<file path="config.mk">
export PLATFORM = sky130hd
export DESIGN_NAME = dma_pk_seq
export DESIGN_NICKNAME = d
export VERILOG_FILES = /design/src/rtl/dma_pk_pkg.sv /design/src/rtl/dma_pk_side_plan.sv /design/src/rtl/dma_pk_lane.sv /design/src/rtl/dma_pk_seq.sv
export SDC_FILE = /design/constraint.sdc
export NUM_CORES = 1
export LEC_CHECK = 0
export ABC_CLOCK_PERIOD_IN_PS = 14500
export CAP_MARGIN = 20
export CORE_UTILIZATION = 35
export CTS_CLUSTER_SIZE = 16
export DETAILED_ROUTE_END_ITERATION = 8
export PLACE_DENSITY = 0.65
export SLEW_MARGIN = 20
export SYNTH_ARGS = -nofsm -noshare
export SYNTH_HDL_FRONTEND = slang
export SYNTH_SLANG_ARGS = --single-unit
</file>
<file path="constraint.sdc">
create_clock -name clk -period 14.5 [get_ports clk]
set_input_delay 2.175 -clock clk [delete_from_list [all_inputs] [get_ports clk]]
set_output_delay 2.175 -clock clk [all_outputs]
set_load 0.02 [all_outputs]
</file>
<file path="src/rtl/dma_pk_pkg.sv">
package dma_pk_pkg;

    typedef enum logic [1:0] {
        ST_IDLE  = 2'd0,
        ST_READ  = 2'd1,
        ST_WRITE = 2'd2,
        ST_FIN   = 2'd3
    } state_e;

    // How one side (source or destination) is accessed for the current operand
    typedef struct packed {
        logic       two;     // two bus cycles on this side
        logic       word;    // cycles are word sized
        logic [1:0] stride;  // address distance between the two cycles
        logic [2:0] inc;     // pointer advance once the operand completes
    } plan_t;

endpackage

</file>
<file path="src/rtl/dma_pk_side_plan.sv">
module dma_pk_side_plan
    import dma_pk_pkg::*;
(
    input  logic  wide_i,
    input  logic  self_word_i,
    input  logic  other_word_i,
    input  logic  single_i,
    input  logic  base_odd_i,
    output plan_t plan_o
);
    always_comb begin
        plan_o        = '0;
        plan_o.stride = 2'd1;
        plan_o.inc    = 3'd1;
        if (!wide_i) begin
            // narrow bus: one byte per side, step one
            plan_o.two  = 1'b0;
            plan_o.word = 1'b0;
        end else if (single_i || (!self_word_i && !other_word_i)) begin
            // one byte moves; a byte side facing a word side sits on a half bus
            plan_o.two = 1'b0;
            plan_o.inc = (!self_word_i && other_word_i) ? 3'd2 : 3'd1;
        end else if (self_word_i) begin
            plan_o.inc = 3'd2;
            if (base_odd_i) begin
                plan_o.two    = 1'b1;
                plan_o.stride = 2'd1;
            end else begin
                plan_o.word = 1'b1;
            end
        end else begin
            // byte side packing against a word side: half-bus peripheral
            plan_o.two    = 1'b1;
            plan_o.stride = 2'd2;
            plan_o.inc    = 3'd4;
        end
    end
endmodule

</file>
<file path="src/rtl/dma_pk_lane.sv">
module dma_pk_lane (
    input  logic        rd_word_i,
    input  logic        rd_two_i,
    input  logic        wr_word_i,
    input  logic        wr_two_i,
    input  logic        idx_i,
    input  logic [15:0] rdata_i,
    input  logic [15:0] hold_i,
    output logic [15:0] hold_o,
    output logic [15:0] wdata_o
);
    always_comb begin
        if (rd_word_i) begin
            hold_o = rdata_i;
        end else if (rd_two_i) begin
            hold_o = idx_i ? {hold_i[15:8], rdata_i[7:0]} : {rdata_i[7:0], hold_i[7:0]};
        end else begin
            hold_o = {8'h00, rdata_i[7:0]};
        end
    end

    always_comb begin
        if (wr_word_i) begin
            wdata_o = hold_i;
        end else if (wr_two_i && !idx_i) begin
            wdata_o = {8'h00, hold_i[15:8]};
        end else begin
            wdata_o = {8'h00, hold_i[7:0]};
        end
    end
endmodule

</file>
<file path="src/rtl/dma_pk_seq.sv">
module dma_pk_seq
    import dma_pk_pkg::*;
#(
    parameter int AW = 24,
    parameter int CW = 16
) (
    input  logic          clk,
    input  logic          rst_n,
    input  logic          start,
    input  logic          wide_i,
    input  logic          src_word_i,
    input  logic          dst_word_i,
    input  logic          src_inc_i,
    input  logic          dst_inc_i,
    input  logic [AW-1:0] src_ptr_i,
    input  logic [AW-1:0] dst_ptr_i,
    input  logic [CW-1:0] count_i,
    output logic          bus_req_o,
    output logic          bus_wr_o,
    output logic          bus_word_o,
    output logic [AW-1:0] bus_addr_o,
    output logic [15:0]   bus_wdata_o,
    input  logic          bus_ack_i,
    input  logic [15:0]   bus_rdata_i,
    output logic          busy_o,
    output logic          done_o,
    output logic [AW-1:0] src_ptr_o,
    output logic [AW-1:0] dst_ptr_o,
    output logic [CW-1:0] count_o
);
    localparam int SIDES = 2;

    typedef struct packed {
        state_e        st;
        logic [AW-1:0] src;
        logic [AW-1:0] dst;
        logic [CW-1:0] cnt;
        logic          idx;
        logic [15:0]   hold;
        logic          wide;
        logic          sw;
        logic          dw;
        logic          sinc;
        logic          dinc;
    } regs_t;

    regs_t r_q, r_d;

    plan_t            plan [SIDES];
    logic [SIDES-1:0] self_w, other_w, base_odd;
    logic             single;
    logic             op_two;
    logic [15:0]      hold_next;
    logic [15:0]      wdata;
    logic [AW-1:0]    offs;

    assign single   = (r_q.cnt == CW'(1));
    assign self_w   = {r_q.dw, r_q.sw};
    assign other_w  = {r_q.sw, r_q.dw};
    assign base_odd = {r_q.dst[0], r_q.src[0]};
    assign op_two   = r_q.wide && !single && (r_q.sw || r_q.dw);

    // index 0 plans the source side, index 1 the destination side
    generate
        for (genvar g = 0; g < SIDES; g++) begin : g_side
            dma_pk_side_plan u_plan (
                .wide_i      (r_q.wide),
                .self_word_i (self_w[g]),
                .other_word_i(other_w[g]),
                .single_i    (single),
                .base_odd_i  (base_odd[g]),
                .plan_o      (plan[g])
            );
        end
    endgenerate

    dma_pk_lane u_lane (
        .rd_word_i(plan[0].word),
        .rd_two_i (plan[0].two),
        .wr_word_i(plan[1].word),
        .wr_two_i (plan[1].two),
        .idx_i    (r_q.idx),
        .rdata_i  (bus_rdata_i),
        .hold_i   (r_q.hold),
        .hold_o   (hold_next),
        .wdata_o  (wdata)
    );

    // bus outputs depend on registered state only, so they hold until acknowledge
    always_comb begin
        bus_req_o   = 1'b0;
        bus_wr_o    = 1'b0;
        bus_word_o  = 1'b0;
        bus_addr_o  = '0;
        bus_wdata_o = '0;
        offs        = '0;
        case (r_q.st)
            ST_READ: begin
                offs       = r_q.idx ? AW'(plan[0].stride) : '0;
                bus_req_o  = 1'b1;
                bus_word_o = plan[0].word;
                bus_addr_o = r_q.src + offs;
            end
            ST_WRITE: begin
                offs        = r_q.idx ? AW'(plan[1].stride) : '0;
                bus_req_o   = 1'b1;
                bus_wr_o    = 1'b1;
                bus_word_o  = plan[1].word;
                bus_addr_o  = r_q.dst + offs;
                bus_wdata_o = wdata;
            end
            default: ;
        endcase
    end

    always_comb begin
        r_d = r_q;
        case (r_q.st)
            ST_IDLE: begin
                if (start) begin
                    r_d.src  = src_ptr_i;
                    r_d.dst  = dst_ptr_i;
                    r_d.cnt  = count_i;
                    r_d.wide = wide_i;
                    r_d.sw   = src_word_i;
                    r_d.dw   = dst_word_i;
                    r_d.sinc = src_inc_i;
                    r_d.dinc = dst_inc_i;
                    r_d.idx  = 1'b0;
                    r_d.hold = '0;
                    r_d.st   = (count_i == '0) ? ST_FIN : ST_READ;
                end
            end
            ST_READ: begin
                if (bus_ack_i) begin
                    r_d.hold = hold_next;
                    if (plan[0].two && !r_q.idx) begin
                        r_d.idx = 1'b1;
                    end else begin
                        r_d.idx = 1'b0;
                        r_d.st  = ST_WRITE;
                    end
                end
            end
            ST_WRITE: begin
                if (bus_ack_i) begin
                    if (plan[1].two && !r_q.idx) begin
                        r_d.idx = 1'b1;
                    end else begin
                        r_d.idx = 1'b0;
                        if (r_q.sinc) r_d.src = r_q.src + AW'(plan[0].inc);
                        if (r_q.dinc) r_d.dst = r_q.dst + AW'(plan[1].inc);
                        r_d.cnt = r_q.cnt - (op_two ? CW'(2) : CW'(1));
                        r_d.st  = (r_d.cnt == '0) ? ST_FIN : ST_READ;
                    end
                end
            end
            ST_FIN: begin
                r_d.st = ST_IDLE;
            end
            default: r_d.st = ST_IDLE;
        endcase
    end

    always_ff @(posedge clk or negedge rst_n) begin
        if (!rst_n) r_q <= '0;
        else        r_q <= r_d;
    end

    assign busy_o    = (r_q.st != ST_IDLE);
    assign done_o    = (r_q.st == ST_FIN);
    assign src_ptr_o = r_q.src;
    assign dst_ptr_o = r_q.dst;
    assign count_o   = r_q.cnt;

endmodule

</file>
==> key figures, run 1 <==
Timing
  – RSZ-0062 raised after global routing: false
  – Clock Skews: 0.00948 ns
  – # setup viols final: 0
  – Max_slew headroom: 0.270
  – Fmax: 129 MHz
  – Crit share post-route: 0.536
  – Final Hold Viols: 0
  – Final worst setup slack: 6.73 ns
  – Slew of the pin with the lowest slew margin: 1.09 ns
  – TNS Setup: 0 ns
  – Min cycle time layout: 7.77 ns
  – Final slew viol count: 0

Cells and area
  – Area of the multi-input gates: 0.00468 mm2
  – Filler cell count: 2222
  – Share of layout cells above drive strength 1: 0.0434
  – Layout area overhead: 25.4%
  – Register area: 0.00220 mm2
  – Fin util: 0.446
  – Diode count: 0
  – Final #Nets: 1189

Drt
  – Vias/cell: 5.83
  – Total wire length: 28.0 mm
  – Detailed-route wire length per cell: 20.6 um
  – Detailed Routing Iterations Pass 1: 7
  – Antenna-violating nets left: 0
  – DR vias: 7948
  – Remaining DRCs: 2
  – DR iter-0 viols: 798

Synth
  – Count leader, synth: nand2_1
  – Mapped Cells: 992
  – Largest family of logic cells by synthesized area: simple AND/OR/NAND/NOR gates
  – Synth Net Count: 1103
  – Number of flops mapped to enable cells by yosys: 0
  – Top FF cell, synth: dfrtp_1
  – Synth Cell Area: 0.00773 mm2
  – Synth area leader: dfrtp_1
  – Yosys top cell area share: 0.285
  – Post-Synth XOR/XNOR Area: 0.0589
  – Mux cell area share after synthesis: 0.0125
  – Yosys cell types: 69
  – Syn. warnings: 0
  – Yosys reg bits: 88
  – Adder-Cell Fraction of Synth Area: 0.0404
  – Ys async rst share: 1.00
  – Sequential-to-total area share from yosys stat: 0.285
  – Post-synthesis compound-gate area fraction: 0.243
  – Post-synthesis simple-gate area fraction: 0.247
  – Mapped Avg Cell Area: 7.80 um2
  – Top cells by count, synth: nand2_1, dfrtp_1, nor2_1, buf_4, o21ai_0
  – Synth top area cells: dfrtp_1, buf_4, nand2_1, o21ai_0, xnor2_1

Floorplanning
  – Full die area: 0.0227 mm2
  – Die span in y: 151 um
  – IO Count: 198
  – Site Rows: 54
  – Core Area: 0.0218 mm2
  – Initial Utilization: 0.356
  – Width of the die: 151 um

Clocking
  – CTS Hold Bufs: 0
  – Post-CTS Resized: 0
  – CTS Buf Count: 9
  – Root buf cell: clkbuf_16
  – TritonCTS clock tree: built
  – Reg clk slew, reported paths: 0.07 ns
  – Max clock buf depth: 2
  – Number of post-CTS setup repair buffers: 0
  – CTS HTree Levels: 3
  – Clk sinks: 88
  – Later-pin clock latency in the skew report: 0.36 ns

Global routing
  – Vias in the first global route: 7702
  – Overflow after GRT: 0
  – Total track usage: 0.247
  – Initial antenna violation count: 0
  – Largest net degree at the start of global routing: 83
  – First-pass GRT wire length: 43.3 mm

Setup path
  – Critical Path End Type: output port
  – CP required: 12.32 ns
  – Worst path slowest cell: nor4_1
  – CP cell instances: or4_1 > or4_1 > o21ai_0 > nor3b_1 > nor2_1 > ha_1 > inv_1 > fa_1 > nand2b_1 > nor4_1 > nand4_1 > xnor2_1 > a22oi_1 > nor2b_1 > clkdlybuf4s50_1
  – Crit Path Category: flip-flop to output port
  – R2R depth: 14
  – CP max FO: 10
  – Worst path max stage delay: 0.84 ns
  – Worst setup SP type: flip-flop
  – Most Frequent Cell on Critical Path: or4_1
  – Critical path data arrival time: 5.60 ns

Worst hold path
  – Worst hold stages: 2
  – Hold Path Class: flip-flop to flip-flop

Outcome
  – Status: finished, violations left
  – Violated checks: design-rule violations

Placement
  – Hpwl dp: 20.4 mm
  – Gp weighted congestion: 0.920
  – Dpl ws: 7.14 ns
  – # port buffers: 197

Power
  – PwrDens: 221 mW/mm2
  – Peak VDD IR: 0.112 mV
  – Static Leakage: 0.00362 uW
  – Total power: 2140 uW

Flow run
  – Max-cap violations: 0
-- layout make-up --
cell class / instances / area share
clock inverter: 7 / 0.00645
inverter: 33 / 0.0128
tap: 280 / 0.0361
clock buffer: 9 / 0.0232
multi-input combinational: 737 / 0.482
sequential: 88 / 0.227
timing repair buffer: 209 / 0.212
-- flip-flops by register name, summed over array words and instances (netlist names) --
name,flops
count_o,16
src_ptr_o,24
r_q,22
other_w,2
dst_ptr_o,24
-- worst max-delay path: cells and delay by family, from the launching register on --
family / cells / cell delay (ns)
flip-flops: 1 / 0.47
AND/OR/NAND/NOR: 8 / 2.84
AO/OA/AOI/OAI: 2 / 0.47
adder cells (fa/ha/maj): 2 / 0.60
XOR/XNOR: 1 / 0.20
buffers and inverters: 2 / 0.67
-- where the power goes --
group / internal (uW) / leakage [uW] / switching, uW / total (uW)
combinational: 542 / 0.00237 / 796 / 1340
clock: 120 / 0.000139 / 114 / 234
sequential: 354 / 0.00111 / 216 / 570
-- layer usage --
metal,part of all wire,GRT usage,vias to the layer above
li1,-,-,3742
met1,0.45,0.345,3774
met2,0.44,0.378,380
met3,0.077,0.0400,52
met4,0.031,0.102,0
met5,0,0,-
-- stage by stage --
step           cell area (um2)  hold slack (ns)  cells
6_report                  9700            0.519   1363
5_1_grt                   9700            0.530   1363
2_1_floorplan             7730            0.472    992
3_5_place_dp              9400            0.500   1347
4_1_cts                   9690            0.516   1363
3_3_place_gp              9400            0.493   1347
-- kinds of logic (layout without fill, tap and decap cells) --
kind of cell | Yosys count | after routing
buffers and inverters | 167 | 258
DFF | 88 | 88
xor gates and xnor gates | 52 | 52
and+or+nand+nor | 377 | 377
adders and majority gates | 22 | 22
muxes | 9 | 9
AOI/OAI and AO/OA | 277 | 277
-- layout by cell type, fill, tap and decap left out, types with 16 or more instances in the layout --
master	count
a21oi_1	57
a22o_1	24
a22oi_1	30
and3_1	17
clkdlybuf4s50_1	196
dfrtp_1	88
ha_1	16
inv_1	31
nand2_1	95
nand3_1	43
nand4_1	32
nor2_1	65
nor2b_1	19
nor3_1	31
o21ai_0	64
xnor2_1	35
xor2_1	17
-- worst paths after layout --
check	from	to	slack, ns
max	count_o[7]	bus_addr_o[22]	6.73
min	r_q[12]	r_q[12]	0.52
max reg2reg	count_o[7]	dst_ptr_o[22]	10.09
min reg2reg	r_q[12]	r_q[12]	0.52
max in group asynchronous	rst_n	count_o[7]	11.62
min in group asynchronous	rst_n	dst_ptr_o[14]	1.82
Power figures use the tool's default switching activity.
==> run 2, diff against run 1 <==
ABC_CLOCK_PERIOD_IN_PS = 7000   (was 14500)
PLACE_DENSITY = 0.68   (was 0.65)
clock period = 7 ns   (was 14.5 ns; I/O delays follow)
==> run 2 against run 1 <==
Effect of this change:
- the run still ends with design-rule violations left
- clock skew is 0.00056 ns higher
- non-clock buffer count is 1 higher
- global-route usage is 0.69 points lower
- critical path type unchanged
==> key figures, run 2 (synthesis results as in run 1) <==
Timing
  – # setup viols final: 0 (unchanged)
  – Final worst setup slack: 0.732 ns (-6.00 ns)
  – Final Hold Viols: 0 (unchanged)
  – Final slew viol count: 0 (unchanged)
  – Max_slew headroom: 0.296 (+0.0257)
  – Fmax: 160 MHz
  – Slew of the pin with the lowest slew margin: 1.05 ns (-0.0324 ns)
  – Min cycle time layout: 6.27 ns
  – Clock Skews: 0.0100 ns (+0.000561 ns)
  – RSZ-0062 raised after global routing: false
  – WHS: 0.515 ns (-0.00428 ns)
  – TNS Setup: 0 ns (unchanged)
  – Crit share post-route: 0.895

Placement
  – Gp weighted congestion: 0.889 (-3.3%)
  – # port buffers: 197 (unchanged)
  – Hpwl dp: 20.1 mm (-1.5%)
  – Dpl ws: 1.14 ns (-5.99 ns)

Clocking
  – CTS Buf Count: 9 (unchanged)
  – CTS Hold Bufs: 0 (unchanged)
  – Max clock buf depth: 2 (unchanged)
  – CTS HTree Levels: 3 (unchanged)
  – Reg clk slew, reported paths: 0.07 ns (about the same)
  – Number of post-CTS setup repair buffers: 0 (unchanged)
  – Clk sinks: 88 (unchanged)
  – Post-CTS Resized: 0 (unchanged)
  – TritonCTS clock tree: built
  – Later-pin clock latency in the skew report: 0.36 ns (about the same)
  – Root buf cell: clkbuf_16

Power
  – Internal power: 2240 uW (+120%)
  – Static Leakage: 0.00366 uW (+1.1%)
  – Sw power: 2310 uW (+100%)
  – Sequential share of power: 0.259 (-0.007)
  – Share of total power in combinational logic: 0.606 (-0.018)
  – Clock power share: 0.136 (+0.027)
  – PwrDens: 465 mW/mm2 (+110%)
  – Peak VDD IR: 0.165 mV (+48%)
  – Switching fraction of total power: 0.507 (-0.0187)

Global routing
  – Overflow after GRT: 0 (unchanged)
  – Total track usage: 0.241 (-0.00686)
  – Largest net degree at the start of global routing: 77 (-7.2%)
  – Initial antenna violation count: 0 (unchanged)
  – First-pass GRT wire length: 41.9 mm (-3.4%)
  – Vias in the first global route: 7508 (-2.5%)

Drt
  – Met1 WL: 12.2 mm (-3.0%)
  – Remaining DRCs: 1 (-1)
  – Vias/cell: 5.90 (+1.2%)
  – Detailed-route wire length per cell: 20.1 um (-2.1%)
  – DR vias: 8048 (+1.3%)
  – Total wire length: 27.4 mm (-2.1%)
  – Antenna-violating nets left: 0 (unchanged)
  – DR iter-0 viols: 1088 (+36%)
  – Detailed Routing Iterations Pass 1: 8 (+1)
  – Met3 wire len: 2.44 mm (+13%)
  – Top layer in use: met4
  – Met2 wire length: 12.0 mm (-2.7%)

Setup path
  – R2R depth: 12 (-2)
  – Top delay family on crit path: simple AND/OR/NAND/NOR gates
  – CP cell instances: or4_1 > nor4_1 > buf_4 > a21o_1 > nor2_1 > nor2_1 > ha_1 > inv_1 > fa_1 > nand3b_1 > nor4_1 > nand3_1 > xnor2_1 > a22oi_1 > nor2b_1 > clkdlybuf4s50_1
  – Worst path slowest cell: nor4_1
  – Worst path depth: 16 (+1)
  – Worst path max stage delay: 0.75 ns (-0.09 ns)
  – Critical path data arrival time: 5.22 ns (-0.38 ns)
  – Critical Path End Type: output port
  – Critical path buffers and inverters: 3 (+1)
  – CP max FO: 10 (unchanged)
  – Crit Path Category: flip-flop to output port
  – Worst setup SP type: flip-flop
  – CP required: 5.95 ns (-6.37 ns)

Outcome
  – Violated checks: design-rule violations
  – Status: finished, violations left

Floorplanning
  – Initial Utilization: 0.356 (unchanged)
  – Full die area: 0.0227 mm2 (unchanged)
  – Site Rows: 54 (unchanged)
  – IO Count: 198 (unchanged)
  – Die span in y: 151 um (unchanged)
  – Core Area: 0.0218 mm2 (unchanged)
  – Width of the die: 151 um (unchanged)

Cells and area
  – Most common cell after layout, fill and taps aside: clkdlybuf4s50_1
  – Layout area overhead: 26.7%
  – Diode count: 0 (unchanged)
  – Share of layout cells above drive strength 1: 0.0452 (+0.00180)
  – Final #Nets: 1190 (+0.084%)
  – Most frequent cells in the layout: clkdlybuf4s50_1, nand2_1, dfrtp_1, nor2_1, o21ai_0

Flow run
  – Max-cap violations: 0 (unchanged)

Worst hold path
  – Worst hold stages: 1 (-1)
  – Hold Path Class: flip-flop to flip-flop
[run 2: path summary, 6_finish.rpt]
| kind | startpoint | to | slack [ns] |
|---|---|---|---|
| min in group asynchronous | rst_n | dst_ptr_o[19] | 0.52 |
| worst max register to register | count_o[7] | dst_ptr_o[22] | 2.60 |
| worst min register to register | r_q[20] | r_q[20] | 0.51 |
| max in group asynchronous | rst_n | other_w[0] | 5.48 |
| worst max-delay path | count_o[7] | bus_addr_o[22] | 0.73 |
| worst min-delay path | r_q[20] | r_q[20] | 0.51 |
[run 2: through the flow]
step	power, uW	util	area, um2	instances
finish	4550	0.450	9800	1364
global route	4850	0.450	9800	1364
CTS	4510	0.449	9770	1363
detailed placement	3890	0.432	9400	1347
global placement	3860	0.432	9400	1347
floorplan	3020	-	7730	992
[run 2: worst reg2reg max path, stage by stage, from the launching register on]
cell,delay (ns)
dfrtp_1,0.48
or4_1,0.57
or4_1,0.59
nor2_1,0.28
xnor2_1,0.08
or2_2,0.30
fa_1,0.41
nand2b_1,0.19
a21oi_1,0.21
nand3_1,0.16
or3b_4,0.45
or2_1,0.26
o311a_1,0.29
[run 2: area by class of cell]
cell class / count / area (um2)
clock buffers: 9 / 225
clock inverters: 7 / 144
fillers: 2205 / 12000
inverters: 33 / 124
multi-input cells: 737 / 4680
flip-flops and latches: 88 / 2200
well taps: 280 / 350
repair buffers: 210 / 2070
[run 2: power by group through the flow]
stage	clock network, uW	registers (uW)	logic [uW]
after floorplan	0	921	2100
after global placement	0	1160	2690
after detailed placement	0	1170	2720
after CTS	618	1160	2730
after global routing	645	1210	2990
final	618	1180	2760
[run 2: metal layers]
layer  track usage  up-vias
li1              -     3755
met3        0.0491       59
met1         0.343     3764
met4        0.0840        0
met2         0.358      470
met5             0        -
